## config.mk

```make
export PLATFORM = sky130hd
export DESIGN_NAME = mbus_demux_top
export DESIGN_NICKNAME = d
export VERILOG_FILES = /design/src/rtl/mbus_pkg.sv /design/src/rtl/mbus_sync.sv /design/src/rtl/mbus_addr_latch.sv /design/src/rtl/mbus_win_decode.sv /design/src/rtl/mbus_strobe_gen.sv /design/src/rtl/mbus_demux_top.sv
export SDC_FILE = /design/constraint.sdc
export NUM_CORES = 1
export LEC_CHECK = 0
export CAP_MARGIN = 15
export CORE_UTILIZATION = 48
export DETAILED_ROUTE_END_ITERATION = 6
export PLACE_DENSITY = 0.83
export SLEW_MARGIN = 5
export SYNTH_ARGS = -nofsm -noshare
export SYNTH_HDL_FRONTEND = slang
export SYNTH_HIERARCHICAL = 1
export SYNTH_SLANG_ARGS = --single-unit
```

## constraint.sdc

```tcl
create_clock -name clk -period 2.24 [get_ports clk]
set_input_delay 0.448 -clock clk [delete_from_list [all_inputs] [get_ports clk]]
set_output_delay 0.448 -clock clk [all_outputs]
set_load 0.005 [all_outputs]
```

## src/rtl/mbus_pkg.sv

```systemverilog
package mbus_pkg;
  localparam int ADDR_W  = 16;
  localparam int DATA_W  = 8;
  localparam int NWIN    = 3;
  localparam int TAG_LSB = 11;
  localparam int TAG_W   = ADDR_W - TAG_LSB;
  localparam int OFS_W   = TAG_LSB;
  // window tags on A15..A11: full 2K, full 2K, aliased 512
  localparam int WIN_TAG [NWIN] = '{'h0A, 'h0D, 'h0B};
  // number of address bits that reach each device
  localparam int WIN_OFS [NWIN] = '{11, 11, 9};
endpackage

```

## src/rtl/mbus_sync.sv

```systemverilog
module mbus_sync #(
  parameter int          W       = 1,
  parameter int          STAGES  = 2,
  parameter logic [W-1:0] RST_VAL = '0
) (
  input  logic         clk,
  input  logic         rst_n,
  input  logic [W-1:0] d,
  output logic [W-1:0] q
);
  logic [W-1:0] stg [STAGES];

  always_ff @(posedge clk or negedge rst_n) begin
    if (!rst_n) begin
      for (int k = 0; k < STAGES; k++) stg[k] <= RST_VAL;
    end else begin
      stg[0] <= d;
      for (int k = 1; k < STAGES; k++) stg[k] <= stg[k-1];
    end
  end

  assign q = stg[STAGES-1];
endmodule

```

## src/rtl/mbus_addr_latch.sv

```systemverilog
module mbus_addr_latch
  import mbus_pkg::*;
(
  input  logic              clk,
  input  logic              rst_n,
  input  logic              as_s,
  input  logic [DATA_W-1:0] ad_s,
  input  logic [DATA_W-1:0] hi_s,
  output logic [ADDR_W-1:0] addr
);
  logic [DATA_W-1:0] lo_q;

  // transparent while strobe high, frozen otherwise
  always_ff @(posedge clk or negedge rst_n) begin
    if (!rst_n)    lo_q <= '0;
    else if (as_s) lo_q <= ad_s;
  end

  assign addr = {hi_s, lo_q};

  a_r2_low_byte_held: assert property (@(posedge clk) disable iff (!rst_n)
    !as_s |=> $stable(lo_q));
endmodule

```

## src/rtl/mbus_win_decode.sv

```systemverilog
module mbus_win_decode
  import mbus_pkg::*;
(
  input  logic [ADDR_W-1:0] addr,
  output logic [NWIN-1:0]   hit,
  output logic [OFS_W-1:0]  ofs
);
  logic [OFS_W-1:0] part [NWIN];

  for (genvar i = 0; i < NWIN; i++) begin : g_win
    localparam logic [OFS_W-1:0] MASK = OFS_W'((1 << WIN_OFS[i]) - 1);
    assign hit[i]  = (addr[ADDR_W-1:TAG_LSB] == TAG_W'(WIN_TAG[i]));
    assign part[i] = hit[i] ? (addr[OFS_W-1:0] & MASK) : '0;
  end

  always_comb begin
    ofs = '0;
    for (int i = 0; i < NWIN; i++) ofs = ofs | part[i];
  end
endmodule

```

## src/rtl/mbus_strobe_gen.sv

```systemverilog
module mbus_strobe_gen
  import mbus_pkg::*;
(
  input  logic              clk,
  input  logic              rst_n,
  input  logic              e_s,
  input  logic              rw_s,
  input  logic [NWIN-1:0]   hit,
  input  logic [OFS_W-1:0]  ofs,
  input  logic [DATA_W-1:0] ad_s,
  input  logic [DATA_W-1:0] mem_rdata,
  output logic [NWIN-1:0]   cs_n,
  output logic              oe_n,
  output logic              we_n,
  output logic [OFS_W-1:0]  mem_addr,
  output logic [DATA_W-1:0] mem_wdata,
  output logic              host_oe,
  output logic [DATA_W-1:0] host_dout
);
  logic rd_hit;
  assign rd_hit = e_s && rw_s && (|hit);

  always_ff @(posedge clk or negedge rst_n) begin
    if (!rst_n) begin
      cs_n      <= '1;
      oe_n      <= 1'b1;
      we_n      <= 1'b1;
      mem_addr  <= '0;
      mem_wdata <= '0;
      host_oe   <= 1'b0;
      host_dout <= '0;
    end else begin
      cs_n      <= ~(hit & {NWIN{e_s}});
      oe_n      <= ~(e_s && rw_s);
      we_n      <= ~(e_s && !rw_s);
      mem_addr  <= ofs;
      mem_wdata <= ad_s;
      host_oe   <= rd_hit;
      host_dout <= rd_hit ? mem_rdata : '0;
    end
  end

  a_r3_quiet_when_e_low: assert property (@(posedge clk) disable iff (!rst_n)
    !e_s |=> (&cs_n && oe_n && we_n && !host_oe));
  a_r4_one_select: assert property (@(posedge clk) disable iff (!rst_n)
    $onehot0(~cs_n));
  a_r5_alias_bits_zero: assert property (@(posedge clk) disable iff (!rst_n)
    !cs_n[2] |-> (mem_addr[OFS_W-1:9] == '0));
  a_r8_drive_needs_select: assert property (@(posedge clk) disable iff (!rst_n)
    host_oe |-> (!oe_n && we_n && !(&cs_n)));
  a_r7_strobes_exclusive: assert property (@(posedge clk) disable iff (!rst_n)
    !we_n |-> oe_n);
endmodule

```

## src/rtl/mbus_demux_top.sv

```systemverilog
module mbus_demux_top
  import mbus_pkg::*;
(
  input  logic              clk,
  input  logic              rst_n,
  input  logic              bus_e,
  input  logic              bus_as,
  input  logic              bus_rw,
  input  logic [7:0]        addr_hi,
  input  logic [7:0]        ad_in,
  output logic [7:0]        host_dout,
  output logic              host_oe,
  input  logic [7:0]        mem_rdata,
  output logic [10:0]       mem_addr,
  output logic [7:0]        mem_wdata,
  output logic [2:0]        cs_n,
  output logic              oe_n,
  output logic              we_n
);
  logic [2:0]          ctl_s;
  logic [2*DATA_W-1:0] bus_s;
  logic [ADDR_W-1:0]   addr;
  logic [NWIN-1:0]     hit;
  logic [OFS_W-1:0]    ofs;

  // controls: {rw, as, e}; rw idles high (read)
  mbus_sync #(.W(3), .STAGES(2), .RST_VAL(3'b100)) u_sync_ctl (
    .clk(clk), .rst_n(rst_n), .d({bus_rw, bus_as, bus_e}), .q(ctl_s));

  // address/data lines delayed equally so they line up with the controls
  mbus_sync #(.W(2*DATA_W), .STAGES(2), .RST_VAL('0)) u_sync_bus (
    .clk(clk), .rst_n(rst_n), .d({addr_hi, ad_in}), .q(bus_s));

  mbus_addr_latch u_latch (
    .clk(clk), .rst_n(rst_n), .as_s(ctl_s[1]),
    .ad_s(bus_s[DATA_W-1:0]), .hi_s(bus_s[2*DATA_W-1:DATA_W]), .addr(addr));

  mbus_win_decode u_dec (.addr(addr), .hit(hit), .ofs(ofs));

  mbus_strobe_gen u_strb (
    .clk(clk), .rst_n(rst_n), .e_s(ctl_s[0]), .rw_s(ctl_s[2]),
    .hit(hit), .ofs(ofs), .ad_s(bus_s[DATA_W-1:0]), .mem_rdata(mem_rdata),
    .cs_n(cs_n), .oe_n(oe_n), .we_n(we_n), .mem_addr(mem_addr),
    .mem_wdata(mem_wdata), .host_oe(host_oe), .host_dout(host_dout));
endmodule

```

==> results of run 1 <==
-- through the flow --
step | power (W) | hold slack (ns) | setup WS, ns | std cells | cell area, µm²
6_report | 0.00266 | 0.237 | 0.452 | 278 | 3270
3_3_place_gp | 0.00171 | 0.332 | 0.648 | 262 | 3070
2_1_floorplan | 0.00163 | 0.152 | 0.470 | 162 | 2600
5_1_grt | 0.00277 | 0.336 | 0.383 | 278 | 3270
3_5_place_dp | 0.00171 | 0.335 | 0.558 | 262 | 3070
4_1_cts | 0.00269 | 0.270 | 0.429 | 278 | 3270
-- cell type report --
type	instances	area, µm²
clock inverter	2	12.5
multi-input combinational	41	348
fill	362	1910
inverter	11	41.3
timing repair buffer	61	608
tap	70	87.6
sequential	79	1990
clock buffer	14	183
-- kinds of logic (layout without fill, tap and decap cells) --
kind of cell,after synthesis,count (layout),share of synthesized area
mux,8,8,0.0462
compound gates,12,12,0.0399
flops,79,79,0.763
simple gates,21,21,0.0476
buf+inv,42,88,0.103
-- worst paths after layout --
| check | end | slack, ns |
|---|---|---|
| min in group clk | u_sync_bus/q[2]$_DFF_PN0_ | 0.35 |
| setup reg to reg | u_strb/host_dout[2]$_DFF_PN0_ | 0.56 |
| hold / removal | u_sync_bus/stg[17]$_DFF_PN0_ | 0.24 |
| max in group asynchronous | u_latch/lo_q[0]$_DFFE_PN0P_ | 1.43 |
| setup / recovery | cs_n[0] | 0.45 |
| hold reg to reg | u_sync_bus/q[2]$_DFF_PN0_ | 0.35 |
-- placed cells by master, fill, tap and decap left out --
cell,n
dfstp_2,7
nand2_1,5
inv_1,11
nor2_1,1
dfrtp_1,72
nand2b_1,3
o311a_4,1
nor3_1,1
clkinv_2,1
nand3b_1,1
clkinvlp_4,1
nor4b_1,1
and2_1,7
clkbuf_8,13
clkbuf_1,1
buf_4,1
a211oi_1,11
and2_4,1
mux2_4,8
or3b_1,1
clkdlybuf4s50_1,60
-- routing by layer --
layer / up-vias / wire, µm / GRT usage
li1: 570 / - / -
met3: 10 / 166 / 0.0423
met5: - / 0 / 0
met1: 563 / 1410 / 0.167
met4: 0 / 100 / 0.105
met2: 40 / 1650 / 0.197
-- sequential cells by signal (all words and copies together) (netlist names) --
signal / flops
u_strb/we_n: 1
u_strb/mem_addr: 11
u_strb/mem_wdata: 8
u_sync_ctl/stg: 3
u_strb/oe_n: 1
u_strb/cs_n: 3
u_sync_bus/q: 16
u_sync_bus/stg: 16
u_strb/host_oe: 1
u_strb/host_dout: 8
u_sync_ctl/q: 3
u_latch/lo_q: 8
-- power groups by stage --
stage	clock (W)	combinational, W	sequential (W)
global placement	0	0.000155	0.00155
detailed placement	0	0.000159	0.00156
finish	0.000972	0.000156	0.00153
global route	0.00106	0.000173	0.00153
floorplan	0	0.0000894	0.00154
CTS	0.00101	0.000159	0.00153
==> reports/results.ini, run 1 <==
[run_status]
status = completed

[place]
routabilityCongestion = 0.685
dp_hpwl_mm = 2.27
io_buffer_count = 61

[clock_network]
cts_sinks = 79
cts_buffers = 9
cts.repair.resized = 0
root_buffer = clkbuf_8
htree_levels = 3
cts_setup_buffers = 0
path_clk_slew_ns = 0.07
cts_hold_buf = 0
clk_latency_ns = 0.33
cts_tree = built
ctsLongestPathBuffers = 2

[die]
die_height_um = 75.6
ios = 62
placementRows = 26
die_area_um2 = 5720
start_util = 0.503
die_w_um = 75.6
core-area_um2 = 5170

[sta]
max_freq_mhz = 559
setup_viol = 0
skew_ns = 0.00561
finalCriticalPeriod_ns = 1.79
fin_tns_setup_ns = 0
period_share = 0.798
tightest_slew_ns = 0.895
slew_violations = 0
rsz0062_at_grt = no
slew_headroom = 0.403
finalHoldViolations = 0

[worst_setup_path]
critical_path.slowest_cell = dfstp_2
worstPathCellList = clkdlybuf4s50_1
timing.rr.start = u_sync_bus/q[15]$_DFF_PN0_
crit_type = reg -> out
critPathBufInv = 1
cp_top_family = flip-flops
cp_max_fo = 1
crit_cells = 1
ff2ff_path_depth = 4
start_kind = register
crit_path_start = u_strb/cs_n[0]$_DFF_PN1_
cp_slowest_stage_delay_ns = 0.52
cp-end-kind = output port
cp.arrival_ns = 1.34
cp.required_ns = 1.79

[synthesis]
synth_warnings = 6
synth.distinct_cells = 19
synth-edff-count = 0
yosysTopAreaCell = dfrtp_1
netlist_area_um2 = 2600
syn_nets = 191
synthTopCellsByArea = dfrtp_1 (69%), buf_4 (7.8%), dfstp_2 (7.1%), mux2_4 (4.6%), a211oi_1 (3.2%)
synth_seq_cells = 79
synth_ff_type = dfrtp_1
post-synth-top-count-cell = dfrtp_1
async_reset_ff_frac = 1.00
synth_top_cell_area_share = 0.693
avgSynthCellArea_um2 = 16.1
syn_inst = 162
netlist_top_cells_count = dfrtp_1 (72), buf_4 (27), a211oi_1 (11), inv_1 (11), mux2_4 (8)
synth-seq-area-share = 0.763

[power]
netSwitchingPower_w = 0.000541
p_int_w = 0.00212
power_frac_clock = 0.366
p_seq_frac = 0.575
cellPowerDensity_nw_per_um2 = 813
switching_share = 0.204
power_leakage_nw = 1.47
pwr-share-comb = 0.059
ir_drop_mv = 0.440

[global_routing]
grt_overflow = 0
grt_pass1_vias = 1116
grt_pass1_wl_mm = 5.22
grt_max_degree = 80
grt_usage = 0.135
antenna_found_initial = 0

[min_path]
hold_path.class = in -> async

[flow_run]
drv_cap = 0

[final_layout]
area.growth.synth_to_final_pct = 25.5
drive_above_1_share = 0.159
utilization = 0.631
fin_nets = 232
n_antenna_cell = 0

[detailed_routing]
wl_mm = 3.32
drt_iter0_drc = 76
postRouteAntennaNets = 0
avgRoutedWirePerCell_um = 11.9
vias_per_cell = 4.26
vias = 1183
first_pass_iters = 4
route.detailed.drc = 0

(Power assumes the default switching activity.)
==> run 2: changes to the inputs <==
--- a/config.mk
+++ b/config.mk
@@ -6,9 +6,9 @@
 export NUM_CORES = 1
 export LEC_CHECK = 0
 export CAP_MARGIN = 15
-export CORE_UTILIZATION = 48
+export CORE_UTILIZATION = 44
 export DETAILED_ROUTE_END_ITERATION = 6
-export PLACE_DENSITY = 0.83
+export PLACE_DENSITY = 0.8
 export SLEW_MARGIN = 5
 export SYNTH_ARGS = -nofsm -noshare
 export SYNTH_HDL_FRONTEND = slang
==> constraint.sdc (replaced) <==
create_clock -name clk -period 1.6 [get_ports clk]
set_input_delay 0.32 -clock clk [delete_from_list [all_inputs] [get_ports clk]]
set_output_delay 0.32 -clock clk [all_outputs]
set_load 0.005 [all_outputs]
==> run 2 against run 1 <==
Combinational power rose by 49%. First-iteration DRC count rose by 1.3%. Clock skew rose by 0.0022 ns. Critical path depth did not move. Sequential share of layout area fell by 0.67 points. Cell area rose by 1.1%. Non-clock buffer count rose by 5. Hold slack improved by 0.11 ns. Via count rose by 3.0%. Cell count rose by 2.5%. Largest power group unchanged.
==> reports/results.ini, run 2 (same netlist as run 1, synthesis figures left out) <==
[detailed_routing]
wl_mm = 3.65  ; +9.9%
vias_per_cell = 4.27  ; +0.43%
drt_iter0_drc = 77  ; +1.3%
vias = 1218  ; +3.0%
first_pass_iters = 3  ; -1
postRouteAntennaNets = 0  ; unchanged
route.detailed.drc = 0  ; unchanged
avgRoutedWirePerCell_um = 12.8  ; +7.2%

[global_routing]
grt_max_degree = 35  ; -56%
antenna_found_initial = 0  ; unchanged
grt_pass1_wl_mm = 5.84  ; +12%
grt_usage = 0.135  ; +0.000671
grt_overflow = 0  ; unchanged
grt_pass1_vias = 1211  ; +8.5%

[final_layout]
area.growth.synth_to_final_pct = 26.9
final_common_cell = dfrtp_1
final_cell_mix = dfrtp_1 (72), clkdlybuf4s50_1 (55), clkbuf_8 (11), inv_1 (11), a211oi_1 (11)
fillers = 452  ; +25%
n_antenna_cell = 0  ; unchanged
fin_nets = 237  ; +2.2%
drive_above_1_share = 0.169  ; +0.0104

[sta]
max_freq_mhz = 663
finalHoldViolations = 0  ; unchanged
period_share = 0.943
slew_headroom = 0.674  ; +0.271
rsz0062_at_grt = no
setup_ws_ns = 0.0919  ; -0.360 ns
slew_violations = 0  ; unchanged
skew_ns = 0.00777  ; +0.00216 ns
fin_tns_setup_ns = 0  ; unchanged
tightest_slew_ns = 0.489  ; -0.406 ns
setup_viol = 0  ; unchanged
finalCriticalPeriod_ns = 1.51

[place]
pre_cts_ws_ns = 0.0763  ; -0.482 ns
routabilityCongestion = 0.670  ; -2.1%
io_buffer_count = 61  ; unchanged
dp_hpwl_mm = 2.62  ; +15%

[clock_network]
clk_latency_ns = 0.34  ; about the same
cts_sinks = 79  ; unchanged
cts_buffers = 9  ; unchanged
ctsLongestPathBuffers = 2  ; unchanged
htree_levels = 3  ; unchanged
cts_tree = built
path_clk_slew_ns = 0.07  ; about the same
root_buffer = clkbuf_8

[die]
core-area_um2 = 5610  ; +8.4%
die_height_um = 78.9  ; +4.3%
placementRows = 27  ; +3.8%
die_w_um = 78.9  ; +4.3%
ios = 62  ; unchanged
die_area_um2 = 6220  ; +8.8%
start_util = 0.464  ; -0.0390

[worst_setup_path]
cp-end-kind = output port
cp.required_ns = 1.28  ; -0.51 ns
cp-endpoint = mem_addr[7]
crit_path_start = u_strb/mem_addr[7]$_DFF_PN0_
rr_endpoint = u_strb/host_dout[5]$_DFF_PN0_
start_kind = register
cp_top_family = buffers and inverters
timing.rr.start = u_sync_bus/q[15]$_DFF_PN0_
ff2ff_path_depth = 4  ; unchanged
cp_slowest_stage_delay_ns = 0.51  ; about the same
critical_path.slowest_cell = clkdlybuf4s50_1
critPathBufInv = 1  ; unchanged
worst-r2r-setup-slack_ns = 0.21  ; -0.35 ns
crit_type = reg -> out
cp_max_fo = 1  ; unchanged
worstPathCellList = clkdlybuf4s50_1
cp.arrival_ns = 1.19  ; -0.15 ns
crit_cells = 1  ; unchanged

[flow_run]
drv_cap = 0  ; unchanged

[power]
power_leakage_nw = 1.48  ; +0.76%
cellPowerDensity_nw_per_um2 = 1100  ; +35%
ir_drop_mv = 0.610  ; +39%

[min_path]
hold_path.class = reg -> reg

[run_status]
status = completed

-- run 2: power by group --
group          switching [W]  internal, W
Combinational      0.0000852     0.000147
Clock               0.000618     0.000649
Sequential         0.0000464      0.00209
-- run 2: metal layers --
| metal | track usage | up-vias | part of all wire |
|---|---|---|---|
| li1 | - | 589 | - |
| met1 | 0.162 | 588 | 0.42 |
| met2 | 0.202 | 35 | 0.50 |
| met3 | 0.0494 | 6 | 0.053 |
| met4 | 0.0982 | 0 | 0.024 |
| met5 | 0 | - | 0 |
-- run 2: worst min path at each step --
| stage | start | slack [ns] | to | depth (start not counted) |
|---|---|---|---|---|
| after CTS | u_sync_bus/stg[23]$_DFF_PN0_ | 0.35 | u_sync_bus/q[7]$_DFF_PN0_ | 0 |
| final | u_sync_bus/stg[17]$_DFF_PN0_ | 0.34 | u_sync_bus/q[1]$_DFF_PN0_ | 0 |
| after global placement | rst_n | 0.26 | u_sync_bus/stg[21]$_DFF_PN0_ | 1 |
| after detailed placement | rst_n | 0.26 | u_sync_ctl/stg[4]$_DFF_PN0_ | 1 |
| after floorplan | rst_n | 0.02 | u_latch/lo_q[0]$_DFFE_PN0P_ | 0 |
| after global routing | u_sync_bus/stg[23]$_DFF_PN0_ | 0.35 | u_sync_bus/q[7]$_DFF_PN0_ | 0 |
-- run 2: final cells by class --
type                    instances  area, µm²  share of cell area
flip-flops and latches         79       1990               0.601
repair buffers                 66        654               0.198
multi-input cells              41        359               0.109
clock buffers                  15        166              0.0504
well taps                      72       90.1              0.0273
inverters                      11       41.3              0.0125
clock inverters                 1       5.00             0.00152
-- run 2: timing repair --
action / CTS / global route
hold buffers: 1 / 0
resized for setup: 5 / 1
endpoints found under the setup margin: 5 / 5
gates cloned: 0 / 0
hold endpoints to repair: 28 / 0
setup buffers: 0 / 0
-- run 2: per-stage QoR --
stage / std cells / area (µm²) / util / hold WS, ns / power, W
floorplan: 162 / 2620 / - / 0.0244 / 0.00228
global placement: 268 / 3120 / 0.556 / 0.261 / 0.00240
detailed placement: 268 / 3120 / 0.556 / 0.262 / 0.00242
CTS: 285 / 3300 / 0.588 / 0.351 / 0.00368
global route: 285 / 3300 / 0.589 / 0.352 / 0.00381
finish: 285 / 3300 / 0.589 / 0.345 / 0.00364
==> run 3: changes to the inputs <==
--- a/config.mk
+++ b/config.mk
@@ -6,6 +6,7 @@
 export NUM_CORES = 1
 export LEC_CHECK = 0
 export CAP_MARGIN = 15
+export CORE_MARGIN = 5
 export CORE_UTILIZATION = 44
 export DETAILED_ROUTE_END_ITERATION = 6
 export PLACE_DENSITY = 0.8
==> run 3 against run 2 <==
Worst setup slack improved by 0.011 ns. Routed wire length is 6.5% higher. First-iteration DRC count down 27%. Register-to-register slack hardly changed.
==> reports/results.ini, run 3 (same netlist as run 1, synthesis figures left out) <==
[run_status]
status = completed

[sta]
slew_violations = 0  ; unchanged
finalHoldViolations = 0  ; unchanged
tightest_slew_ns = 0.495  ; +0.00617 ns
setup_viol = 0  ; unchanged
rsz0062_at_grt = no
slew_headroom = 0.670  ; -0.00412
period_share = 0.936  ; -0.00697
skew_ns = 0.00331  ; -0.00447 ns
fin_tns_setup_ns = 0  ; unchanged
max_freq_mhz = 668  ; +0.74%
finalCriticalPeriod_ns = 1.50  ; -0.0111 ns

[min_path]
holdPathStages = 0  ; unchanged
hold_path.class = reg -> reg

[detailed_routing]
vias_per_cell = 4.13  ; -3.3%
first_pass_iters = 4  ; +1
drt_iter0_drc = 56  ; -27%
wl_mm = 3.89  ; +6.5%
avgRoutedWirePerCell_um = 13.5  ; +5.4%
postRouteAntennaNets = 0  ; unchanged
vias = 1190  ; -2.3%
route.detailed.drc = 0  ; unchanged

[worst_setup_path]
crit_cells = 1  ; unchanged
cp.required_ns = 1.28  ; about the same
crit_type = reg -> out
critPathBufInv = 1  ; unchanged
cp.arrival_ns = 1.18  ; about the same
cp-end-kind = output port
worstPathCellList = clkdlybuf4s50_1
ff2ff_path_depth = 4  ; unchanged
critical_path.slowest_cell = clkdlybuf4s50_1
cp_slowest_stage_delay_ns = 0.52  ; about the same
start_kind = register
cp_top_family = buffers and inverters
cp_max_fo = 1  ; unchanged

[power]
pwr-share-comb = 0.059  ; -0.005
ir_drop_mv = 0.490  ; -20%
switching_share = 0.194  ; -0.0122
power_frac_clock = 0.403  ; +0.055
netSwitchingPower_w = 0.000770  ; +2.7%
cellPowerDensity_nw_per_um2 = 1180  ; +7.3%
p_seq_frac = 0.538  ; -0.050
power_leakage_nw = 1.50  ; +1.8%
p_int_w = 0.00320  ; +11%

[place]
io_buffer_count = 61  ; unchanged
routabilityCongestion = 0.718  ; +7.1%
dpl-instance-area_um2 = 3120  ; +0.12%

[clock_network]
cts_buffers = 9  ; unchanged
htree_levels = 3  ; unchanged
cts_sinks = 79  ; unchanged
path_clk_slew_ns = 0.07  ; about the same
root_buffer = clkbuf_8
cts_setup_buffers = 0  ; unchanged
ctsLongestPathBuffers = 2  ; unchanged
cts_tree = built
clk_latency_ns = 0.33  ; about the same

[die]
die_height_um = 86.9  ; +10%
start_util = 0.445  ; -0.0192
core-area_um2 = 5850  ; +4.3%
die_area_um2 = 7550  ; +21%
ios = 62  ; unchanged
placementRows = 28  ; +3.7%
die_w_um = 86.9  ; +10%

[final_layout]
area.growth.synth_to_final_pct = 29.1
fin_nets = 237  ; unchanged
final_common_cell = dfrtp_1
fillers = 463  ; +2.4%
final_cell_area_um2 = 3360  ; +1.7%
n_antenna_cell = 0  ; unchanged
final_cell_mix = dfrtp_1 (72), clkdlybuf4s50_1 (55), clkbuf_8 (11), inv_1 (11), a211oi_1 (11)
drive_above_1_share = 0.178  ; +0.00939

[global_routing]
grt_max_degree = 37  ; +5.7%
antenna_found_initial = 0  ; unchanged
grt_usage = 0.119  ; -0.0167
grt_pass1_wl_mm = 6.56  ; +12%
grt_overflow = 0  ; unchanged
grt_pass1_vias = 1345  ; +11%

[flow_run]
drv_cap = 0  ; unchanged

[run 3: cell types whose count changed in the layout (fill, tap and decap cells not counted)]
cell	before	now
bufinv_16	0	2
clkbuf_1	4	2
[run 3: layout make-up]
class | count | area, µm² | share of cell area
inverters | 11 | 41.3 | 0.0123
repair buffers | 66 | 654 | 0.195
well taps | 75 | 93.8 | 0.0279
clock inverters | 3 | 65.1 | 0.0194
flip-flops and latches | 79 | 1990 | 0.591
clock buffers | 13 | 159 | 0.0473
multi-input cells | 41 | 359 | 0.107
[run 3: worst paths after layout]
kind	from	end	slack [ns]
max in group asynchronous	rst_n	u_strb/cs_n[2]$_DFF_PN1_	0.54
hold / removal	u_sync_bus/stg[16]$_DFF_PN0_	u_sync_bus/q[0]$_DFF_PN0_	0.35
setup reg to reg	u_sync_bus/q[15]$_DFF_PN0_	u_strb/host_dout[7]$_DFF_PN0_	0.22
setup / recovery	u_strb/host_oe$_DFF_PN0_	host_oe	0.10
hold reg to reg	u_sync_bus/stg[16]$_DFF_PN0_	u_sync_bus/q[0]$_DFF_PN0_	0.35
min in group asynchronous	rst_n	u_sync_ctl/stg[4]$_DFF_PN0_	0.46
[run 3: timing repair]
action	in CTS	in global routing
endpoints found under the setup margin	5	8
gates cloned	0	0
endpoints found under the hold margin	27	0
hold buffers	1	0
gates resized for setup	5	1
[run 3: power groups by stage]
stage,combinational (W),clock [W],sequential (W)
floorplan,0.000128,0,0.00216
global placement,0.000233,0,0.00217
CTS,0.000239,0.00163,0.00214
finish,0.000234,0.00160,0.00214
global route,0.000259,0.00175,0.00215
detailed placement,0.000237,0,0.00218
[run 3: per-layer routing]
layer	GRT usage	routed length, µm	share of wire	vias up
met5	0	0	0	-
met3	0.0435	267	0.069	8
met2	0.178	1980	0.51	36
met1	0.147	1530	0.39	563
li1	-	-	-	583
met4	0.0694	107	0.028	0
[run 3: stage by stage]
step / worst slack [ns] / total power (W) / hold slack, ns / util / instances
6_report: 0.103 / 0.00397 / 0.350 / 0.574 / 288
5_1_grt: 0.0355 / 0.00416 / 0.355 / 0.574 / 288
4_1_cts: 0.0534 / 0.00401 / 0.351 / 0.573 / 288
3_5_place_dp: 0.0700 / 0.00242 / 0.265 / 0.534 / 271
3_3_place_gp: 0.198 / 0.00240 / 0.261 / 0.534 / 271
2_1_floorplan: 0.00126 / 0.00228 / 0.0244 / - / 162
